==> src/rtl/tapsel_pkg.sv <==
package tapsel_pkg;
  typedef enum logic [1:0] {
    ST_IDLE   = 2'd0,
    ST_SCAN   = 2'd1,
    ST_DECIDE = 2'd2
  } tapsel_state_e;
endpackage

==> src/rtl/tapsel_fold.sv <==
// Cross-pass fold: a tap survives only if both of its probes are set.
module tapsel_fold #(
  parameter int MAX_TAPS = 8,
  localparam int W  = 2 * MAX_TAPS,
  localparam int CW = $clog2(MAX_TAPS + 1),
  localparam int IW = (W > 1) ? $clog2(W) : 1
) (
  input  logic [CW-1:0] n,
  input  logic [W-1:0]  raw,
  output logic [W-1:0]  folded
);
  always_comb begin
    for (int j = 0; j < W; j++) begin
      logic [IW-1:0] lo;
      logic [IW-1:0] hi;
      lo = '0;
      hi = '0;
      folded[j] = 1'b0;
      if (j < 2 * int'(n)) begin
        if (j < int'(n)) begin
          lo = IW'(j);
          hi = IW'(j + int'(n));
        end else begin
          lo = IW'(j - int'(n));
          hi = IW'(j);
        end
        folded[j] = raw[lo] & raw[hi];
      end
    end
  end
endmodule

==> src/rtl/tapsel_run.sv <==
// Serial longest-run tracker; earliest run wins on ties.
module tapsel_run #(
  parameter int W = 16,
  localparam int IDXW = $clog2(W + 1)
) (
  input  logic            clk,
  input  logic            rst,
  input  logic            clr,
  input  logic            step,
  input  logic            bit_in,
  input  logic [IDXW-1:0] idx,
  output logic [IDXW-1:0] run_len,
  output logic [IDXW-1:0] run_start
);
  logic [IDXW-1:0] cur_len, best_len, best_start;

  always_ff @(posedge clk) begin
    if (rst || clr) begin
      cur_len    <= '0;
      best_len   <= '0;
      best_start <= '0;
    end else if (step) begin
      if (bit_in) begin
        cur_len <= cur_len + 1'b1;
      end else begin
        if (cur_len > best_len) begin
          best_len   <= cur_len;
          best_start <= idx - cur_len;
        end
        cur_len <= '0;
      end
    end
  end

  // Close a run still open at the scan position.
  always_comb begin
    if (cur_len > best_len) begin
      run_len   = cur_len;
      run_start = idx - cur_len;
    end else begin
      run_len   = best_len;
      run_start = best_start;
    end
  end

  AST_RUN_WITHIN_SCAN: assert property (@(posedge clk) disable iff (rst)
    (!clr && !step) |-> (run_len <= idx));
endmodule

==> src/rtl/tap_window_selector.sv <==
module tap_window_selector #(
  parameter int MAX_TAPS = 8,
  parameter int MIN_RUN  = 3,
  localparam int W    = 2 * MAX_TAPS,
  localparam int CW   = $clog2(MAX_TAPS + 1),
  localparam int IDXW = $clog2(W + 1),
  localparam int TAPW = (MAX_TAPS > 1) ? $clog2(MAX_TAPS) : 1
) (
  input  logic            clk,
  input  logic            rst,
  input  logic            start,
  input  logic [CW-1:0]   tap_count,
  input  logic [W-1:0]    pass_mask,
  input  logic [W-1:0]    cmp_mask,
  output logic            busy,
  output logic            done,
  output logic            sel_valid,
  output logic            sel_error,
  output logic [TAPW-1:0] sel_tap,
  output logic            retune_en,
  output logic            retune_clr
);
  import tapsel_pkg::*;

  tapsel_state_e   state;
  logic [CW-1:0]   n_q;
  logic            unsup_q;
  logic [IDXW-1:0] idx;
  logic [1:0][W-1:0] raw_pair, fold_pair, shift_q;
  logic [1:0][IDXW-1:0] len_pair, start_pair;
  logic            accept, step, clr;

  assign raw_pair = {cmp_mask, pass_mask};
  assign accept   = (state == ST_IDLE) && start;
  assign step     = (state == ST_SCAN);
  assign clr      = accept;

  // Index 0 handles the pass mask, index 1 the compare mask.
  for (genvar k = 0; k < 2; k++) begin : g_lane
    tapsel_fold #(.MAX_TAPS(MAX_TAPS)) u_fold (
      .n      (tap_count),
      .raw    (raw_pair[k]),
      .folded (fold_pair[k])
    );
    tapsel_run #(.W(W)) u_run (
      .clk       (clk),
      .rst       (rst),
      .clr       (clr),
      .step      (step),
      .bit_in    (shift_q[k][0]),
      .idx       (idx),
      .run_len   (len_pair[k]),
      .run_start (start_pair[k])
    );
  end

  // Decision logic evaluated in ST_DECIDE.
  logic [IDXW-1:0] two_n, use_len, use_start, mid, tap_full;
  logic [IDXW:0]   span_sum;
  logic            all_pass, pick_ok;

  always_comb begin
    two_n    = IDXW'({n_q, 1'b0});
    all_pass = (len_pair[0] == two_n);
    if (all_pass) begin
      use_len   = len_pair[1];
      use_start = start_pair[1];
      pick_ok   = (len_pair[1] != '0);
    end else begin
      use_len   = len_pair[0];
      use_start = start_pair[0];
      pick_ok   = (len_pair[0] >= IDXW'(MIN_RUN));
    end
    span_sum = (IDXW+1)'({use_start, 1'b0}) + (IDXW+1)'(use_len) - (IDXW+1)'(1);
    mid      = IDXW'(span_sum >> 1);
    tap_full = (mid >= IDXW'(n_q)) ? (mid - IDXW'(n_q)) : mid;
  end

  always_ff @(posedge clk) begin
    if (rst) begin
      state      <= ST_IDLE;
      n_q        <= '0;
      unsup_q    <= 1'b0;
      idx        <= '0;
      shift_q    <= '0;
      busy       <= 1'b0;
      done       <= 1'b0;
      sel_valid  <= 1'b0;
      sel_error  <= 1'b0;
      sel_tap    <= '0;
      retune_en  <= 1'b0;
      retune_clr <= 1'b0;
    end else begin
      done       <= 1'b0;
      retune_clr <= 1'b0;
      unique case (state)
        ST_IDLE: begin
          if (start) begin
            n_q        <= tap_count;
            unsup_q    <= (tap_count == '0) || (int'(tap_count) > MAX_TAPS);
            shift_q    <= fold_pair;
            idx        <= '0;
            busy       <= 1'b1;
            sel_valid  <= 1'b0;
            sel_error  <= 1'b0;
            retune_en  <= 1'b0;
            retune_clr <= 1'b1;
            state      <= ((tap_count == '0) || (int'(tap_count) > MAX_TAPS))
                          ? ST_DECIDE : ST_SCAN;
          end
        end
        ST_SCAN: begin
          shift_q[0] <= shift_q[0] >> 1;
          shift_q[1] <= shift_q[1] >> 1;
          idx        <= idx + 1'b1;
          if (idx + 1'b1 == two_n) state <= ST_DECIDE;
        end
        ST_DECIDE: begin
          busy  <= 1'b0;
          done  <= 1'b1;
          state <= ST_IDLE;
          if (!unsup_q) begin
            if (pick_ok) begin
              sel_valid <= 1'b1;
              sel_tap   <= TAPW'(tap_full);
              retune_en <= 1'b1;
            end else begin
              sel_error <= 1'b1;
            end
          end
        end
        default: state <= ST_IDLE;
      endcase
    end
  end

  AST_FLAGS_EXCLUSIVE: assert property (@(posedge clk) disable iff (rst)
    !(sel_valid && sel_error));
  AST_RETUNE_NEEDS_VALID: assert property (@(posedge clk) disable iff (rst)
    retune_en |-> sel_valid);
  AST_TAP_IN_RANGE: assert property (@(posedge clk) disable iff (rst)
    sel_valid |-> (CW'(sel_tap) < n_q));
  AST_DONE_PULSE: assert property (@(posedge clk) disable iff (rst)
    done |=> !done);
  AST_BUSY_NOT_DONE: assert property (@(posedge clk) disable iff (rst)
    done |-> !busy);
  AST_TAP_KEPT_ON_FAIL: assert property (@(posedge clk) disable iff (rst)
    (done && !sel_valid) |-> (sel_tap == $past(sel_tap)));
endmodule

==> config.mk <==
export PLATFORM = sky130hd
export DESIGN_NAME = tap_window_selector
export DESIGN_NICKNAME = d
export VERILOG_FILES = /design/src/rtl/tapsel_pkg.sv /design/src/rtl/tapsel_fold.sv /design/src/rtl/tapsel_run.sv /design/src/rtl/tap_window_selector.sv
export SDC_FILE = /design/constraint.sdc
export NUM_CORES = 1
export LEC_CHECK = 0
export BUFFER_PORTS_ARGS = -buffer_cell sky130_fd_sc_hd__buf_4
export CORE_MARGIN = 5
export CORE_UTILIZATION = 30
export DETAILED_ROUTE_END_ITERATION = 6
export GPL_TIMING_DRIVEN = 0
export SYNTH_ARGS = -nofsm -noshare
export SYNTH_HDL_FRONTEND = slang
export SYNTH_SLANG_ARGS = --single-unit
==> constraint.sdc <==
create_clock -name clk -period 4.8 [get_ports clk]
set_input_delay 0.96 -clock clk [delete_from_list [all_inputs] [get_ports clk]]
set_output_delay 0.96 -clock clk [all_outputs]
set_load 0.01 [all_outputs]
==> results.rst, run 1 <==
.. list-table::
   :header-rows: 1

   * - Metric
     - Value
   * - Outcome
     - complete, but fails checks
   * - Violated checks
     - design-rule violations, max-capacitance violations, max-slew violations, negative setup slack
   * - Instance count along the most critical hold path
     - 2
   * - Total of max-cap violations
     - 2
   * - Met1 global-route usage
     - 0.491
   * - Global route total overflow
     - 0
   * - Number of warnings printed during yosys synthesis
     - 0
   * - Post-route fraction of the period consumed by the critical path
     - 1.07
   * - Top-level I/O count
     - 48
   * - Post-synth EDFFs
     - 0
   * - Number of iterations in the first detailed-routing pass
     - 7
   * - CTS clock-pin slew for the worst setup and hold paths
     - 0.08 ns
   * - Depth of the most critical reg-to-reg path
     - 24
   * - PwrDens
     - 228 mW/mm^2
   * - Class of the tightest hold or removal check
     - register to register
   * - CP Class
     - register to register
   * - Synth cell types
     - 86
   * - Worst flop-to-flop path startpoint
     - g_lane[0].u_run.best_len[2]
   * - Setup slack, reg-to-reg
     - -0.34 ns
   * - Final ANT Viol Nets
     - 0
   * - Count of mapped cells out of synthesis
     - 1,755
   * - Leading cell types by total area after synthesis
     - sky130_fd_sc_hd__dfxtp_1, sky130_fd_sc_hd__mux4_2, sky130_fd_sc_hd__a21oi_1
   * - Finished Core Util
     - 0.346
   * - Total detailed-routing wirelength
     - 99.1 mm
   * - Max VDD drop
     - 183 uV
   * - Vias
     - 16,892
   * - Final critical-path required period
     - 5.14 ns
   * - Worst reg2reg endpoint
     - sel_tap[2]
   * - Vias in the first global route
     - 16,136
   * - Synthesized Nets
     - around 1,800
   * - Routability congestion estimate
     - 1.10
   * - Final Hold Violating Endpoints
     - 0
   * - Final Instance Count excl. Fillers
     - approximately 2,400
   * - Depth of the CTS H-tree
     - 3
   * - Layout area overhead
     - 13.8%
   * - Wire length of the first global-routing pass
     - between 100 and 150 mm
   * - RSZ-0062 raised after global routing
     - true
   * - Worst Hold Path EP
     - shift_q[15]
   * - Number of violations reported at the end of detailed-routing iteration 0
     - between 2,000 and 3,000
   * - Required @ worst endpoint
     - 5.05 ns
   * - Buffers added on ports
     - 32
   * - Starting density of the core
     - 0.304
   * - Number of sinks handled by clock tree synthesis
     - 82
   * - Leakage component of the power
     - between 0.005 and 0.006 uW
   * - Number of cells after detailed placement
     - between 2,000 and 2,500
   * - X dimension of the die
     - around 210 um
   * - Met2 Track Usage GR
     - 0.632
   * - Share of the synthesized area in the top cell type
     - 0.132
   * - Die Height
     - 214 um
   * - Highest fanout seen on the critical path
     - 8
   * - Routed vias/inst
     - slightly above 7
   * - Synth async-reset ratio
     - 0
   * - Antenna violations before repair
     - 11
   * - Register area
     - 0.00167 mm^2
   * - Maximum count of clock buffers along a single path
     - 2
   * - Area of the mapped netlist
     - 0.0124 mm^2
   * - Arr. time, crit path
     - 5.39 ns
   * - Number of endpoints failing setup at the final stage
     - 5
   * - Relative slew margins
     - -0.121
   * - GR met3 Demand/Resource
     - 0.138
   * - Multi-input gate area in the final layout
     - approximately 0.01 mm^2
   * - Highest Clock Rate
     - a little under 200 MHz
   * - Placeable core region
     - 0.0409 mm^2
   * - Register area share after synthesis
     - 0.132
   * - Count of pins over their slew limit
     - 15
   * - Proportion of layout cells with a drive suffix above 1
     - 0.156
   * - CP Capture Type
     - register
   * - Hold path startpoint
     - shift_q[15]
   * - DRC violation count after routing
     - 1
   * - Synth Flop Type
     - sky130_fd_sc_hd__dfxtp_1
   * - Synthesized flop and latch total
     - 82
   * - Wire per inst
     - between 40 and 50 um
   * - Most Used Layer, Global Route
     - met2
   * - CTS Root Cell
     - sky130_fd_sc_hd__clkbuf_16
   * - Placement row count
     - 74
   * - Area of the die
     - 0.0457 mm^2
   * - Sort of element at the start of the critical path
     - register
   * - Layout Nets
     - 1,903
   * - Largest area contributor in the synthesized netlist
     - sky130_fd_sc_hd__dfxtp_1
   * - Clock latency at the later pin of the worst-skew pair
     - 0.36 ns
   * - Number of buffers inserted during clock tree synthesis
     - 9
   * - Pin count of the biggest net entering global routing
     - 19
   * - Post-CTS Hold Fix Bufs
     - 0
   * - CTS tree
     - built
   * - Fillcell total
     - ~4,500
   * - Estimated wirelength of the detail-placed design
     - just over 70 mm
   * - Global Route Usage Sum
     - 0.420
   * - Worst clock skew on the final layout
     - 0.00937 ns
   * - Synth Area per Inst
     - 7.09 um^2
   * - Final worst setup slack
     - -0.342 ns
   * - Slew at the pin with the worst max-slew slack
     - ~1.6 ns
routing by layer:
metal	wire [um]	vias to the layer above
met4	10200	14
met2	41300	1506
met5	90	-
met1	35200	8141
li1	-	6716
met3	12400	515
kinds of logic after synthesis:
family,count (synthesis),synth area share
muxes,147,0.169
buffers and inverters,241,0.0814
DFF,82,0.132
AOI/OAI and AO/OA,638,0.335
xor gates and xnor gates,43,0.0321
adders and majority gates,49,0.0517
and+or+nand+nor,555,0.199
worst max-delay path, cell delays in order (launching register included):
cell and delay (ns):
sky130_fd_sc_hd__dfxtp_4 0.37, sky130_fd_sc_hd__inv_4 0.04, sky130_fd_sc_hd__ha_4 0.27, sky130_fd_sc_hd__nand4_4 0.13, sky130_fd_sc_hd__or2_4 0.27, sky130_fd_sc_hd__a21boi_4 0.15
sky130_fd_sc_hd__o32ai_2 0.25, sky130_fd_sc_hd__nand4b_1 0.17, sky130_fd_sc_hd__buf_6 0.17, sky130_fd_sc_hd__clkbuf_16 0.15, sky130_fd_sc_hd__nor2_4 0.07, sky130_fd_sc_hd__a21oi_1 0.04
sky130_fd_sc_hd__ha_1 0.30, sky130_fd_sc_hd__inv_1 0.04, sky130_fd_sc_hd__ha_2 0.19, sky130_fd_sc_hd__fa_2 0.58, sky130_fd_sc_hd__ha_4 0.21, sky130_fd_sc_hd__a21o_1 0.15
sky130_fd_sc_hd__a21o_1 0.20, sky130_fd_sc_hd__a211oi_2 0.20, sky130_fd_sc_hd__or3b_4 0.42, sky130_fd_sc_hd__mux2_4 0.30, sky130_fd_sc_hd__a21oi_4 0.13, sky130_fd_sc_hd__a211oi_2 0.05
sky130_fd_sc_hd__o21ba_1 0.17
per-stage QoR:
step	total power [uW]	instance area [um^2]	TNS (ns)	hold slack, ns	setup WS (ns)
finish	3230	14200	-0.970	0.456	-0.342
detailed placement	2370	13500	-52.48	0.442	-2.66
global placement	2390	13400	-57.18	0.437	-2.80
global route	3260	14200	-1.43	0.473	-0.544
CTS	3120	14100	-0.917	0.457	-0.324
floorplan	1660	12500	-0.127	0.425	-0.0925
final cells by class:
| cell class | instances | area share |
|---|---|---|
| Multi-Input combinational cell | 1432 | 0.710 |
| Clock inverter | 7 | 0.00539 |
| Buffer | 180 | 0.0602 |
| Tap cell | 532 | 0.0470 |
| Antenna cell | 3 | 0.000530 |
| Sequential cell | 82 | 0.118 |
| Clock buffer | 9 | 0.0159 |
| Timing Repair Buffer | 50 | 0.0265 |
| Inverter | 60 | 0.0166 |
Yosys cell counts, types with 26 or more instances:
| cell | count |
|---|---|
| sky130_fd_sc_hd__nor2_1 | 170 |
| sky130_fd_sc_hd__xnor2_1 | 28 |
| sky130_fd_sc_hd__nand2_1 | 202 |
| sky130_fd_sc_hd__mux4_2 | 48 |
| sky130_fd_sc_hd__a221oi_1 | 38 |
| sky130_fd_sc_hd__buf_2 | 38 |
| sky130_fd_sc_hd__mux2i_1 | 80 |
| sky130_fd_sc_hd__inv_1 | 55 |
| sky130_fd_sc_hd__a31oi_1 | 26 |
| sky130_fd_sc_hd__dfxtp_1 | 82 |
| sky130_fd_sc_hd__clkbuf_1 | 118 |
| sky130_fd_sc_hd__a21oi_1 | 181 |
| sky130_fd_sc_hd__o22ai_1 | 26 |
| sky130_fd_sc_hd__o21ai_0 | 118 |
| sky130_fd_sc_hd__nor3_1 | 33 |
| sky130_fd_sc_hd__a211oi_1 | 49 |
| sky130_fd_sc_hd__ha_1 | 45 |
| sky130_fd_sc_hd__a22oi_1 | 34 |
| sky130_fd_sc_hd__nand3_1 | 51 |
repair_timing:
| action | CTS | global route |
|---|---|---|
| buffers inserted | 13 | 2 |
| gates cloned | 0 | 0 |
| setup endpoints to repair | 36 | 15 |
| endpoints found under the hold margin | 0 | 0 |
| pin swaps | 15 | 8 |
| gates resized for setup | 77 | 19 |
sequential cells by signal, summed over array words and instances (netlist names):
signal	cells
shift_q	32
g_lane.u_run.best_len	10
g_lane.u_run.best_start	10
g_lane.u_run.cur_len	10
idx	5
n_q	4
sel_tap	3
state	2
busy	1
done	1
retune_clr	1
retune_en	1
sel_error	1
unsup_q	1
power breakdown:
part | total [uW] | switching [uW] | internal, uW
sequential | 726 | 22.8 | 703
clock | 712 | 341 | 371
combinational | 1790 | 1290 | 502
layout by cell type (no fill, tap or decap), types with 48 or more instances in the layout:
| cell | n |
|---|---|
| sky130_fd_sc_hd__nand2_1 | 202 |
| sky130_fd_sc_hd__clkbuf_1 | 97 |
| sky130_fd_sc_hd__buf_4 | 60 |
| sky130_fd_sc_hd__dfxtp_1 | 72 |
| sky130_fd_sc_hd__o21ai_0 | 116 |
| sky130_fd_sc_hd__a21oi_1 | 175 |
| sky130_fd_sc_hd__nor2_1 | 167 |
| sky130_fd_sc_hd__inv_1 | 50 |
| sky130_fd_sc_hd__mux4_2 | 48 |
| sky130_fd_sc_hd__nand3_1 | 51 |
| sky130_fd_sc_hd__mux2i_1 | 78 |
worst max path at each step:
stage,startpoint,end,depth (start not counted)
final,g_lane[0].u_run.best_len[2],sel_tap[2],24
after detailed placement,tap_count[0],shift_q[25],13
after global placement,tap_count[0],shift_q[25],13
after floorplan,g_lane[0].u_run.best_len[2],sel_tap[2],24
after global routing,g_lane[0].u_run.best_len[2],sel_tap[2],23
after CTS,g_lane[0].u_run.best_len[2],sel_tap[2],24
Note: power is estimated with default switching activity, not from simulation.
==> run 2, diff against run 1 <==
--- a/config.mk
+++ b/config.mk
@@ -10,6 +10,7 @@
 export CORE_UTILIZATION = 30
 export DETAILED_ROUTE_END_ITERATION = 6
 export GPL_TIMING_DRIVEN = 0
+export PLACE_DENSITY = 0.56
 export SYNTH_ARGS = -nofsm -noshare
 export SYNTH_HDL_FRONTEND = slang
 export SYNTH_SLANG_ARGS = --single-unit
==> run 2 against run 1 <==
Power up 0.53%. Flip-flop and latch count unchanged. Global-route usage decreased by 0.069 points. Utilization rose by 0.34 points. Non-clock buffer count increased by 6. The run ends with max-capacitance violations, max-slew violations, negative setup slack left. Clock power up 2%. Combinational power about the same. Fmax rose by 1.7%.
==> results.rst, run 2 (synthesized netlist as in run 1, its figures left out) <==
.. list-table::
   :header-rows: 1

   * - Metric
     - Value
   * - Buffers added on ports
     - 32
   * - RSZ-0062 raised after global routing
     - true
   * - Worst clock skew on the final layout
     - about 0.0098 ns
   * - Wire length of the first global-routing pass
     - 133 mm
   * - Layout Nets
     - 1,909
   * - Relative slew margins
     - -0.0141
   * - Required @ worst endpoint
     - 5.06 ns
   * - Highest fanout seen on the critical path
     - 7
   * - CTS tree
     - built
   * - Vias
     - between 15,000 and 20,000
   * - Maximum count of clock buffers along a single path
     - 2
   * - Vias in the first global route
     - 15,798
   * - CP Class
     - register to register
   * - Final worst setup slack
     - -0.257 ns
   * - Pin count of the biggest net entering global routing
     - 16
   * - Wire per inst
     - between 40 and 50 um
   * - Sort of element at the start of the critical path
     - register
   * - Number of sinks handled by clock tree synthesis
     - 82
   * - Final Hold Violating Endpoints
     - 0
   * - Worst flop-to-flop path startpoint
     - g_lane[0].u_run.cur_len[4]
   * - Number of iterations in the first detailed-routing pass
     - 6
   * - Post-CTS Hold Fix Bufs
     - 0
   * - Number of violations reported at the end of detailed-routing iteration 0
     - around 2,500
   * - Global Route Usage Sum
     - 0.420
   * - Die Height
     - 214 um
   * - Setup TNS
     - -1.21 ns
   * - Final ANT Viol Nets
     - 0
   * - Number of buffers inserted during clock tree synthesis
     - 9
   * - Total of max-cap violations
     - 3
   * - Proportion of layout cells with a drive suffix above 1
     - 0.170
   * - Start point of the critical path
     - g_lane[0].u_run.cur_len[4]
   * - Number of flip-flops under the largest register name
     - 32
   * - Register with the highest flop count
     - shift_q
   * - Post-route fraction of the period consumed by the critical path
     - 1.05
   * - Placement row count
     - 74
   * - DRC violation count after routing
     - 0
   * - Violated checks
     - max-capacitance violations, max-slew violations, negative setup slack
   * - Routability congestion estimate
     - 1.08
   * - Antenna violations before repair
     - 5
   * - Slew at the pin with the worst max-slew slack
     - 1.52 ns
   * - Commonest non-fill, non-tap cell in the layout
     - sky130_fd_sc_hd__nand2_1
   * - Final critical-path required period
     - 5.06 ns
   * - Multi-input gate area in the final layout
     - 0.0101 mm^2
   * - Fillcell total
     - 4,439
   * - Placeable core region
     - 0.0409 mm^2
   * - Highest Clock Rate
     - roughly 200 MHz
   * - Global route total overflow
     - 0
   * - Worst reg2reg endpoint
     - sel_tap[2]
   * - PwrDens
     - 227 mW/mm^2
   * - Leakage component of the power
     - approximately 0.0052 uW
   * - Clock latency at the later pin of the worst-skew pair
     - 0.36 ns
   * - Number of endpoints failing setup at the final stage
     - 8
   * - Class of the tightest hold or removal check
     - register to register
   * - Starting density of the core
     - 0.304
   * - Setup slack, reg-to-reg
     - -0.26 ns
   * - CTS clock-pin slew for the worst setup and hold paths
     - 0.07 ns
   * - Total detailed-routing wirelength
     - 98.7 mm
   * - Outcome
     - complete, but fails checks
   * - Estimated wirelength of the detail-placed design
     - approximately 73 mm
   * - Max VDD drop
     - 227 uV
   * - Arr. time, crit path
     - 5.31 ns
   * - Layout area overhead
     - 14.9%
   * - Area of the die
     - 0.0457 mm^2
   * - Critical Path End
     - sel_tap[2]
   * - Depth of the CTS H-tree
     - 3
   * - Commonest cells after routing, fill and taps aside
     - sky130_fd_sc_hd__nand2_1, sky130_fd_sc_hd__a21oi_1, sky130_fd_sc_hd__nor2_1
   * - CP Capture Type
     - register
   * - Pwr Total
     - 3240 uW
   * - Finished Core Util
     - 0.349
   * - Placement Setup Slack
     - -2.31 ns
   * - CTS Root Cell
     - sky130_fd_sc_hd__clkbuf_16
   * - Count of pins over their slew limit
     - 17
   * - Top-level I/O count
     - 48
   * - Depth of the most critical reg-to-reg path
     - 22
   * - X dimension of the die
     - 214 um
   * - Hold path startpoint
     - g_lane[0].u_run.best_start[0]
   * - Routed vias/inst
     - roughly 7.1
   * - Register area
     - about 0.0017 mm^2
## run 2: changes by cell type in the layout (fill, tap and decap cells not counted), sizes merged
cell / previous run / this run
buf: 109 / 119
clkbuf: 130 / 126
inv: 62 / 59
diode: 3 / 1
bufinv: 0 / 1
clkdlybuf4s15: 0 / 1
clkinvlp: 1 / 2
## run 2: power breakdown
group | switching, uW | internal (uW) | leakage, uW
Clock | 319 | 410 | 0.000144
Sequential | 24.2 | 704 | 0.000673
Combinational | 1280 | 508 | 0.00441
Total | 1620 | 1620 | 0.00522
## run 2: layout make-up
cell class / instances / area share
sequential: 82 / 0.117
clock buffer: 10 / 0.0160
clock inverter: 6 / 0.00507
timing repair buffer: 56 / 0.0297
inverter: 60 / 0.0162
buffer: 180 / 0.0621
tap: 532 / 0.0465
antenna: 1 / 0.000175
multi-input combinational: 1432 / 0.707
## run 2: worst min path at each step
| stage | end | slack (ns) | cells after the start |
|---|---|---|---|
| 6_report | g_lane[0].u_run.best_start[0] | 0.46 | 2 |
| 5_1_grt | shift_q[15] | 0.48 | 2 |
| 4_1_cts | g_lane[0].u_run.best_start[0] | 0.46 | 2 |
| 3_5_place_dp | g_lane[0].u_run.best_start[0] | 0.44 | 2 |
| 3_3_place_gp | g_lane[1].u_run.best_start[0] | 0.43 | 2 |
| 2_1_floorplan | g_lane[0].u_run.best_start[0] | 0.42 | 2 |
## run 2: through the flow
stage / instances / hold slack [ns] / area, um^2
2_1_floorplan: 1755 / 0.425 / 12500
4_1_cts: 2354 / 0.458 / 14200
6_report: 2359 / 0.455 / 14300
3_3_place_gp: 2319 / 0.433 / 13400
3_5_place_dp: 2320 / 0.442 / 13500
5_1_grt: 2358 / 0.483 / 14300
## run 2: critical path: stages, from the launching register on
cell                        delay (ns)
sky130_fd_sc_hd__dfxtp_4          0.37
sky130_fd_sc_hd__ha_4             0.30
sky130_fd_sc_hd__nand4_4          0.13
sky130_fd_sc_hd__or2_4            0.29
sky130_fd_sc_hd__a21boi_4         0.15
sky130_fd_sc_hd__o32ai_2          0.26
sky130_fd_sc_hd__nand4b_1         0.14
sky130_fd_sc_hd__buf_6            0.15
sky130_fd_sc_hd__clkbuf_16        0.15
sky130_fd_sc_hd__mux2i_1          0.12
sky130_fd_sc_hd__ha_1             0.28
sky130_fd_sc_hd__inv_1            0.04
sky130_fd_sc_hd__ha_2             0.19
sky130_fd_sc_hd__fa_2             0.57
sky130_fd_sc_hd__ha_4             0.20
sky130_fd_sc_hd__a21o_1           0.15
sky130_fd_sc_hd__a21o_1           0.18
sky130_fd_sc_hd__a211oi_2         0.20
sky130_fd_sc_hd__or3b_4           0.42
sky130_fd_sc_hd__mux2_4           0.28
sky130_fd_sc_hd__a21oi_2          0.13
sky130_fd_sc_hd__a211oi_2         0.07
sky130_fd_sc_hd__o21ba_1          0.18
## run 2: what timing repair did
| action | CTS | global route |
|---|---|---|
| endpoints found under the setup margin | 36 | 17 |
| pin swaps | 22 | 17 |
| setup buffers | 18 | 5 |
| gates resized for setup | 91 | 31 |
## run 2: per-layer routing
layer / up-vias / wire length [um] / share of wire / track usage
met2: 1405 / 41800 / 0.42 / 0.640
met4: 4 / 9140 / 0.093 / 0.300
li1: 6734 / - / - / -
met5: - / 21 / 0.00021 / 0
met1: 8062 / 35700 / 0.36 / 0.498
met3: 430 / 12000 / 0.12 / 0.135
